==> src/rtl/spi_snap_pkg.sv <==
package spi_snap_pkg;
    localparam int BYTE_W   = 8;
    localparam int WORD_W   = 16;
    localparam int ADDR_W   = 3;
    localparam int NCH      = 2;
    localparam int IEN_W    = 2 * NCH;

    localparam logic [ADDR_W-1:0] A_D0H = 3'd0;
    localparam logic [ADDR_W-1:0] A_D0L = 3'd1;
    localparam logic [ADDR_W-1:0] A_D1H = 3'd2;
    localparam logic [ADDR_W-1:0] A_D1L = 3'd3;
    localparam logic [ADDR_W-1:0] A_STAT = 3'd4;
    localparam logic [ADDR_W-1:0] A_IEN = 3'd5;

    // status bit positions
    localparam int S_RXNE0 = 0;
    localparam int S_ERR0  = 1;
    localparam int S_TXE0  = 2;
    localparam int S_RXNE1 = 4;
    localparam int S_ERR1  = 5;
    localparam int S_TXE1  = 6;

    typedef struct packed {
        logic [ADDR_W-1:0]          ptr;
        logic                       expect_cmd;
        logic                       wr;
        logic                       load_pend;
        logic [NCH-1:0]             pop_pend;
        logic [BYTE_W-1:0]          snap_stat;
        logic [NCH-1:0][WORD_W-1:0] snap_data;
        logic [NCH-1:0][BYTE_W-1:0] hold_hi;
        logic [IEN_W-1:0]           irq_en;
        logic [BYTE_W-1:0]          out_byte;
    } regs_t;
endpackage

==> src/rtl/spi_snap_shifter.sv <==
module spi_snap_shifter
    import spi_snap_pkg::*;
(
    input  logic              clk,
    input  logic              rst_n,
    input  logic              sclk,
    input  logic              cs_n,
    input  logic              mosi,
    input  logic [BYTE_W-1:0] tx_byte,
    output logic              miso,
    output logic              cs_fall,
    output logic              cs_rise,
    output logic              byte_done,
    output logic [BYTE_W-1:0] rx_byte
);
    localparam int CNT_W = $clog2(BYTE_W);

    typedef struct packed {
        logic [1:0]        sync_sclk;
        logic [1:0]        sync_cs;
        logic [1:0]        sync_mosi;
        logic              sclk_prev;
        logic              cs_prev;
        logic [CNT_W-1:0]  bit_cnt;
        logic [BYTE_W-1:0] sh;
        logic [BYTE_W-1:0] rx;
        logic              done;
        logic              fall;
        logic              rise;
    } sh_t;

    sh_t st_d, st_q;
    logic sclk_s, cs_s, mosi_s;

    assign sclk_s = st_q.sync_sclk[1];
    assign cs_s   = st_q.sync_cs[1];
    assign mosi_s = st_q.sync_mosi[1];

    always_comb begin
        st_d           = st_q;
        st_d.sync_sclk = {st_q.sync_sclk[0], sclk};
        st_d.sync_cs   = {st_q.sync_cs[0], cs_n};
        st_d.sync_mosi = {st_q.sync_mosi[0], mosi};
        st_d.sclk_prev = sclk_s;
        st_d.cs_prev   = cs_s;
        st_d.fall      = st_q.cs_prev & ~cs_s;
        st_d.rise      = ~st_q.cs_prev & cs_s;
        st_d.done      = 1'b0;
        if (st_q.cs_prev && !cs_s) begin
            st_d.bit_cnt = '0;
        end else if (!cs_s && sclk_s && !st_q.sclk_prev) begin
            st_d.sh      = {st_q.sh[BYTE_W-2:0], mosi_s};
            st_d.bit_cnt = st_q.bit_cnt + 1'b1;
            if (st_q.bit_cnt == CNT_W'(BYTE_W - 1)) begin
                st_d.done = 1'b1;
                st_d.rx   = {st_q.sh[BYTE_W-2:0], mosi_s};
            end
        end
    end

    always_ff @(posedge clk or negedge rst_n) begin
        if (!rst_n) begin
            st_q           <= '0;
            st_q.sync_cs   <= 2'b11;
            st_q.cs_prev   <= 1'b1;
        end else begin
            st_q <= st_d;
        end
    end

    assign miso      = cs_s ? 1'b0 : tx_byte[~st_q.bit_cnt];
    assign cs_fall   = st_q.fall;
    assign cs_rise   = st_q.rise;
    assign byte_done = st_q.done;
    assign rx_byte   = st_q.rx;
endmodule

==> src/rtl/spi_snap_sfifo.sv <==
module spi_snap_sfifo #(
    parameter int W     = 16,
    parameter int DEPTH = 4
) (
    input  logic         clk,
    input  logic         rst_n,
    input  logic         push,
    input  logic [W-1:0] wdata,
    input  logic         pop,
    output logic [W-1:0] head,
    output logic         empty,
    output logic         full
);
    localparam int AW = $clog2(DEPTH);

    typedef struct packed {
        logic [AW:0] wp;
        logic [AW:0] rp;
    } fp_t;

    fp_t fp_d, fp_q;
    logic [W-1:0] mem [DEPTH];
    logic do_push, do_pop;

    assign empty   = (fp_q.wp == fp_q.rp);
    assign full    = (fp_q.wp[AW] != fp_q.rp[AW]) && (fp_q.wp[AW-1:0] == fp_q.rp[AW-1:0]);
    assign do_push = push && !full;
    assign do_pop  = pop && !empty;
    assign head    = mem[fp_q.rp[AW-1:0]];

    always_comb begin
        fp_d = fp_q;
        if (do_push) fp_d.wp = fp_q.wp + 1'b1;
        if (do_pop)  fp_d.rp = fp_q.rp + 1'b1;
    end

    always_ff @(posedge clk or negedge rst_n) begin
        if (!rst_n) fp_q <= '0;
        else        fp_q <= fp_d;
    end

    always_ff @(posedge clk) begin
        if (do_push) mem[fp_q.wp[AW-1:0]] <= wdata;
    end
endmodule

==> src/rtl/spi_snap_fifo.sv <==
module spi_snap_fifo
    import spi_snap_pkg::*;
#(
    parameter int RX_DEPTH = 4,
    parameter int TX_DEPTH = 4
) (
    input  logic              clk,
    input  logic              rst_n,
    input  logic              spi_sclk,
    input  logic              spi_cs_n,
    input  logic              spi_mosi,
    output logic              spi_miso,
    input  logic [NCH-1:0]    rx_push,
    input  logic [WORD_W-1:0] rx_word0,
    input  logic [WORD_W-1:0] rx_word1,
    input  logic [NCH-1:0]    rx_crc_err,
    input  logic [NCH-1:0]    tx_pop,
    output logic [WORD_W-1:0] tx_word0,
    output logic [WORD_W-1:0] tx_word1,
    output logic [NCH-1:0]    tx_valid,
    output logic              irq
);
    localparam int RXW = WORD_W + 1;

    regs_t st_d, st_q;

    logic              cs_fall, cs_rise, byte_done;
    logic [BYTE_W-1:0] rx_byte;
    logic [NCH-1:0]    rx_empty, rx_full, tx_empty, tx_full;
    logic [NCH-1:0]    rx_pop, tx_push, rx_err_live;
    logic [RXW-1:0]    rx_head [NCH];
    logic [WORD_W-1:0] rx_in [NCH];
    logic [WORD_W-1:0] tx_head [NCH];
    logic [WORD_W-1:0] tx_wdata [NCH];
    logic [WORD_W-1:0] live_data [NCH];
    logic [BYTE_W-1:0] live_stat;
    logic [BYTE_W-1:0] snap_stat;
    logic [IEN_W-1:0]  irq_en;

    assign rx_in[0] = rx_word0;
    assign rx_in[1] = rx_word1;

    spi_snap_shifter u_shift (
        .clk      (clk),
        .rst_n    (rst_n),
        .sclk     (spi_sclk),
        .cs_n     (spi_cs_n),
        .mosi     (spi_mosi),
        .tx_byte  (st_q.out_byte),
        .miso     (spi_miso),
        .cs_fall  (cs_fall),
        .cs_rise  (cs_rise),
        .byte_done(byte_done),
        .rx_byte  (rx_byte)
    );

    for (genvar c = 0; c < NCH; c++) begin : g_ch
        spi_snap_sfifo #(.W(RXW), .DEPTH(RX_DEPTH)) u_rx (
            .clk  (clk),
            .rst_n(rst_n),
            .push (rx_push[c]),
            .wdata({rx_crc_err[c], rx_in[c]}),
            .pop  (rx_pop[c]),
            .head (rx_head[c]),
            .empty(rx_empty[c]),
            .full (rx_full[c])
        );
        spi_snap_sfifo #(.W(WORD_W), .DEPTH(TX_DEPTH)) u_tx (
            .clk  (clk),
            .rst_n(rst_n),
            .push (tx_push[c]),
            .wdata(tx_wdata[c]),
            .pop  (tx_pop[c]),
            .head (tx_head[c]),
            .empty(tx_empty[c]),
            .full (tx_full[c])
        );
        assign tx_wdata[c]    = {st_q.hold_hi[c], rx_byte};
        assign live_data[c]   = rx_empty[c] ? '0 : rx_head[c][WORD_W-1:0];
        assign rx_err_live[c] = !rx_empty[c] && rx_head[c][WORD_W];
    end

    assign live_stat = {1'b0, tx_empty[1], rx_err_live[1], !rx_empty[1],
                        1'b0, tx_empty[0], rx_err_live[0], !rx_empty[0]};

    function automatic logic [BYTE_W-1:0] rd_reg(input logic [ADDR_W-1:0] a, input regs_t s);
        logic [BYTE_W-1:0] v;
        case (a)
            A_D0H:   v = s.snap_data[0][WORD_W-1:BYTE_W];
            A_D0L:   v = s.snap_data[0][BYTE_W-1:0];
            A_D1H:   v = s.snap_data[1][WORD_W-1:BYTE_W];
            A_D1L:   v = s.snap_data[1][BYTE_W-1:0];
            A_STAT:  v = s.snap_stat;
            A_IEN:   v = BYTE_W'(s.irq_en);
            default: v = '0;
        endcase
        return v;
    endfunction

    always_comb begin
        st_d    = st_q;
        tx_push = '0;
        rx_pop  = '0;

        if (cs_fall) begin
            st_d.snap_stat    = live_stat;
            st_d.snap_data[0] = live_data[0];
            st_d.snap_data[1] = live_data[1];
            st_d.load_pend    = 1'b1;
            st_d.expect_cmd   = 1'b1;
            st_d.pop_pend     = '0;
        end

        if (st_q.load_pend) begin
            st_d.out_byte  = rd_reg(st_q.ptr, st_q);
            st_d.load_pend = 1'b0;
        end

        if (byte_done) begin
            if (st_q.expect_cmd) begin
                st_d.expect_cmd = 1'b0;
                st_d.wr         = rx_byte[BYTE_W-1];
                st_d.ptr        = rx_byte[ADDR_W-1:0];
                st_d.out_byte   = rd_reg(rx_byte[ADDR_W-1:0], st_q);
            end else begin
                if (st_q.wr) begin
                    case (st_q.ptr)
                        A_D0H, A_D1H: st_d.hold_hi[st_q.ptr[1]] = rx_byte;
                        A_D0L, A_D1L: tx_push[st_q.ptr[1]] = 1'b1;
                        A_IEN:        st_d.irq_en = rx_byte[IEN_W-1:0];
                        default:      ;
                    endcase
                end else begin
                    if (st_q.ptr == A_D0L && st_q.snap_stat[S_RXNE0]) st_d.pop_pend[0] = 1'b1;
                    if (st_q.ptr == A_D1L && st_q.snap_stat[S_RXNE1]) st_d.pop_pend[1] = 1'b1;
                end
                st_d.ptr      = st_q.ptr + 1'b1;
                st_d.out_byte = rd_reg(st_q.ptr + 1'b1, st_q);
            end
        end

        if (cs_rise) begin
            rx_pop        = st_q.pop_pend;
            st_d.pop_pend = '0;
        end
    end

    always_ff @(posedge clk or negedge rst_n) begin
        if (!rst_n) st_q <= '0;
        else        st_q <= st_d;
    end

    assign snap_stat = st_q.snap_stat;
    assign irq_en    = st_q.irq_en;
    assign tx_word0  = tx_head[0];
    assign tx_word1  = tx_head[1];
    assign tx_valid  = ~tx_empty;
    assign irq       = |(irq_en & {tx_empty[1], !rx_empty[1], tx_empty[0], !rx_empty[0]});
endmodule

==> config.mk <==
export PLATFORM = sky130hd
export DESIGN_NAME = spi_snap_fifo
export DESIGN_NICKNAME = d
export VERILOG_FILES = /design/src/rtl/spi_snap_pkg.sv /design/src/rtl/spi_snap_shifter.sv /design/src/rtl/spi_snap_sfifo.sv /design/src/rtl/spi_snap_fifo.sv
export SDC_FILE = /design/constraint.sdc
export NUM_CORES = 1
export LEC_CHECK = 0
export CAP_MARGIN = 20
export CORE_MARGIN = 5
export CORE_UTILIZATION = 40
export CTS_BUF_LIST = sky130_fd_sc_hd__clkbuf_8
export DETAILED_ROUTE_END_ITERATION = 6
export PLACE_DENSITY = 0.58
export SYNTH_ARGS = -nofsm -noshare
export SYNTH_HDL_FRONTEND = slang
export SYNTH_HIERARCHICAL = 1
export SYNTH_SLANG_ARGS = --single-unit
export TNS_END_PERCENT = 100
==> constraint.sdc <==
create_clock -name clk -period 5.8 [get_ports clk]
set_input_delay 1.16 -clock clk [delete_from_list [all_inputs] [get_ports clk]]
set_output_delay 1.16 -clock clk [all_outputs]
set_load 0.03 [all_outputs]
==> results of run 1 <==
[registers in the layout, summed over array words and instances (netlist names)]
name	cells
g_ch.u_rx/mem	136
g_ch.u_tx/mem	128
st_q	64
g_ch.u_rx/fp_q	12
g_ch.u_tx/fp_q	12
u_shift/st_q	12
u_shift/rx_byte	8
snap_stat	6
irq_en	4
u_shift/st_d	3
u_shift/byte_done	1
u_shift/cs_fall	1
u_shift/cs_rise	1
u_shift/cs_s	1
u_shift/mosi_s	1
u_shift/sclk_s	1
[layer usage]
layer | part of all wire (%) | global-route usage, % | wire length [um] | up-vias
met5 | 0 | 0 | 0 | -
met4 | 2.3 | 5.22 | 776 | 0
met3 | 4.5 | 3.12 | 1490 | 57
met2 | 48 | 23.6 | 15900 | 219
met1 | 45 | 20.4 | 14900 | 4532
li1 | - | - | - | 4065
[power by group]
part,switching (mW),internal (mW),leakage (nW)
registers,0.238,3.31,3.86
clock network,1.08,1.29,0.784
logic,0.502,0.428,2.18
[final cells by class]
class	instances	area, um2	share of cell area (%)
Tap cell	532	666	3.47
Timing Repair Buffer	95	917	4.78
Multi-Input combinational cell	493	5100	26.6
Sequential cell	391	11100	57.9
Clock inverter	44	218	1.13
Inverter	25	93.8	0.489
Clock buffer	79	1090	5.67
[stage by stage]
stage	setup WS, ps	cells	hold slack [ps]	util, %	cell area (um2)
after detailed placement	2130	1535	336	43.7	17900
after global placement	2120	1534	338	43.6	17900
after CTS	1450	1658	350	46.9	19200
after global routing	1340	1659	360	46.9	19200
after floorplan	2950	963	331	-	16600
final	1500	1659	347	46.9	19200
[worst max-delay path, delay by kind of cell, from the launching register on]
family                    cells  cell delay (ps)
buffers and inverters         2              840
and+or+nand+nor               1              640
AOI/OAI and AO/OA             2              480
DFF                           1              360
xor gates and xnor gates      1              230
[path summary, 6_finish.rpt]
| path | start | endpoint | cells past startpoint |
|---|---|---|---|
| worst min register to register | u_shift/st_d[29]$_DFF_PN0_ | u_shift/sclk_s$_DFF_PN0_ | 0 |
| max in group asynchronous | rst_n | st_q[12]$_DFFE_PN0P_ | 2 |
| worst max-delay path | g_ch[1].u_rx/fp_q[1]$_DFFE_PN0P_ | irq | 6 |
| min in group asynchronous | rst_n | g_ch[0].u_rx/fp_q[3]$_DFFE_PN0P_ | 1 |
| worst max register to register | st_q[74]$_DFFE_PN0P_ | g_ch[1].u_tx/mem[1][8]$_DFFE_PP_ | 8 |
| worst min-delay path | u_shift/st_d[29]$_DFF_PN0_ | u_shift/sclk_s$_DFF_PN0_ | 0 |
==> out/results.ini, run 1 <==
[drt]
post-route-drc-count = 0
vias = 8873
ant_nets = 0
wirelength_um = 33100
routedWlPerCell_um = 19.9
vias_per_cell = 5.35
drt_iter0_markers = 689
dr.pass1.iters = 5

[worst_setup_path]
critical_path_class = reg2out
worst-path-max-fanout = 23
cp.arrival_ps = 3140
slowest_stage = nor3_1
path_cells = buf_4 > xor2_1 > nor3_1 > o21ai_0 > a221o_1 > clkdlybuf4s50_1
crit_path_end_kind = output port
max_stage_delay_ps = 640
r2r_setup_slack_ps = 2340
startpoint_type = flop
cp_data_required_time_ps = 4640

[timing]
fmax_mhz = 232
hold_violations = 0
drv_slew = 0
fin_skew_ps = 26.7
setup_violations = 0
tightest_slew_ps = 1060
relSlewSlack_pct = 29.3
rsz0062_at_grt = false
fin_crit_ps = 4300
tns_ps = 0
fin_crit_sh_pct = 74.2

[global_routing]
grt_max_degree = 86
antenna_found_initial = 0
grt_pass1_vias = 9300
grt_overflow = 0
grt_pass1_wl_um = 52900
grt_util_all_layers_pct = 14.8

[clock_network]
clock_path_buffers = 3
postCtsSetupBuffers = 0
numCtsBuffers = 67
cts_resized = 0
clock-sinks = 391
cts_root_buffer = clkbuf_8
clkTransAtPathRegs_ps = 60
clk_latency_ps = 590
cts_tree = done
cts.hold.buffers_added = 0
htree_levels = 3

[power]
power_mw = 6.85
p_leak_nw = 6.82
p_per_area_nw_per_um2 = 357
vdd_drop_max_mv = 0.199

[cells_and_area]
fillers = 3578
final_cell_mix = edfxtp_1, dfrtp_1, clkbuf_8
area_growth_pct = 15.5
final_common_cell = edfxtp_1
layout.nets = 1144
n_antenna_cell = 0
drive_gt1_share_pct = 22.6

[placement]
dp_hpwl_um = 20500
numPortBuffers = 78
gp_congestion = 0.798

[status]
status = finished, final reports clean

[synthesis]
synth.avg_cell_area_um2 = 17.3
ys_warn_count = 6
syn-cell-area_um2 = 16600
synthesis.nets = 1034
syn_inst = 963

[die]
ios = 79
dieHeight_um = 214
num_rows = 74
core_area_um2 = 40900
initial_utilization_pct = 40.6
die_x_um = 214
dieArea_um2 = 45700

[min_path]
hp-class = reg2reg

[flow_run]
maxCapViolCount = 0

No activity file was read; power rests on OpenSTA's default activity.
==> run 2, diff against run 1 <==
PLACE_DENSITY = 0.6   (was 0.58)
clock period = 3.5 ns   (was 5.8 ns; I/O delays follow)
==> out/results.ini, run 2 (synthesized netlist as in run 1, its figures left out) <==
[timing]
fin_crit_ps = 3290
hold_violations = 0
fin_skew_ps = 29.5
fin_crit_sh_pct = 94.1
drv_slew = 0
rsz0062_at_grt = false
fmax_mhz = 304
tightest_slew_ps = 814
setup_violations = 0
relSlewSlack_pct = 45.7
tns_ps = 0

[clock_network]
clk_latency_ps = 590
postCtsSetupBuffers = 0
cts_resized = 0
cts.hold.buffers_added = 0
htree_levels = 3
cts_root_buffer = clkbuf_8
cts_tree = done
clock_path_buffers = 3
clock-sinks = 391
clkTransAtPathRegs_ps = 60
numCtsBuffers = 67

[worst_setup_path]
cp.arrival_ps = 2590
worst-path-max-fanout = 16
r2r_setup_slack_ps = 760
crit_start = g_ch[1].u_tx/fp_q[0]$_DFFE_PN0P_
cp_top_family = buffers and inverters
max_stage_delay_ps = 610
r2r-start = st_q[74]$_DFFE_PN0P_
path_buf_inv = 2
cp_data_required_time_ps = 2800
critical_path_class = reg2out
reg2reg_to = g_ch[1].u_tx/mem[3][9]$_DFFE_PP_
crit_path_end_kind = output port
worst-r2r-cell-count = 6
slowest_stage = clkdlybuf4s50_1
path_cells = buf_4 > mux4_1 > clkdlybuf4s50_1
startpoint_type = flop

[drt]
routedWlPerCell_um = 19.4
drt_iter0_markers = 649
vias_per_cell = 5.32
ant_nets = 0
wirelength_um = 32600
vias = 8914
post-route-drc-count = 0
dr.pass1.iters = 6

[placement]
gp_congestion = 0.822
dp_hpwl_um = 20800
dpl_cell_area_um2 = 18000
numPortBuffers = 78

[cells_and_area]
area_growth_pct = 15.9
final_common_cell = edfxtp_1
drive_gt1_share_pct = 23.9
largest_reg_flops = 136
layout.nets = 1163
final_cell_mix = edfxtp_1, dfrtp_1, clkdlybuf4s50_1
n_antenna_cell = 0
post-route-cell-area_um2 = 19300

[die]
core_area_um2 = 40900
ios = 79
dieArea_um2 = 45700
num_rows = 74
die_x_um = 214
dieHeight_um = 214
initial_utilization_pct = 40.6

[power]
clkPwrFrac_pct = 33.3
p_leak_nw = 6.88
p_int_mw = 8.14
seqPwrFrac_pct = 52.7
p_sw_share_pct = 27.0
pwr-share-comb_pct = 14.0
p_switching_mw = 3.01
p_per_area_nw_per_um2 = 579
vdd_drop_max_mv = 0.304

[global_routing]
grt_busiest_layer = met2
use_met1_pct = 19.2
grt_pass1_wl_um = 52400
grt_util_all_layers_pct = 14.6
met2_usage_pct = 24.1
grt_max_degree = 70
grt_pass1_vias = 9318
antenna_found_initial = 0
grt_overflow = 0
grtUsageMet3_pct = 2.98

[flow_run]
maxCapViolCount = 0

[min_path]
hp-class = in2async

[status]
status = finished, final reports clean

run 2: cell types whose count changed in the layout (fill, tap and decap cells not counted), sizes merged:
| cell | change |
|---|---|
| clkinv | +7 |
| clkdlybuf4s50 | -2 |
| clkbuf | -7 |
| buf | +21 |
| bufinv | -1 |
| inv | -2 |
run 2: how the worst max path moves through the flow:
stage / end / slack (ps) / cells after the start
5_1_grt: tx_word1[11] / 60 / 3
4_1_cts: spi_miso / 110 / 4
3_3_place_gp: spi_miso / 760 / 4
2_1_floorplan: g_ch[0].u_tx/mem[3][0]$_DFFE_PP_ / 650 / 9
3_5_place_dp: spi_miso / 750 / 4
6_report: tx_word1[11] / 210 / 3
run 2: routing by layer:
layer,wire length [um],share of wire (%),up-vias
met2,16000,49,238
met4,1090,3.3,0
met3,1560,4.8,83
met1,13900,43,4500
li1,-,-,4093
met5,0,0,-
run 2: area by class of cell:
type / count / area (um2)
Fill cell: 3526 / 21700
Sequential cell: 391 / 11100
Multi-Input combinational cell: 493 / 5100
Timing Repair Buffer: 114 / 1070
Clock buffer: 72 / 991
Tap cell: 532 / 666
Clock inverter: 48 / 233
Inverter: 25 / 93.8
run 2: power by group through the flow:
stage | Combinational [mW] | Clock, mW | Sequential (mW)
floorplan | 1.17 | 0 | 5.82
global placement | 1.57 | 0 | 5.95
detailed placement | 1.58 | 0 | 5.97
CTS | 1.59 | 3.86 | 5.88
global route | 1.73 | 4.08 | 5.94
finish | 1.57 | 3.71 | 5.88
run 2: metrics by stage:
step	worst slack, ps	total power [mW]	hold slack, ps	instances	utilization, %
3_5_place_dp	754	7.55	338	1554	44.1
6_report	206	11.2	91.8	1675	47.1
4_1_cts	111	11.3	84.1	1674	47.0
3_3_place_gp	760	7.52	337	1554	44.1
5_1_grt	64.6	11.8	122	1675	47.1
2_1_floorplan	651	6.99	331	963	-
==> run 3, diff against run 2 <==
SKIP_CTS_REPAIR_TIMING = 1   (was default)
==> results of run 3 <==
Same layout as run 2: the final DEF is identical, and so are final timing and power.
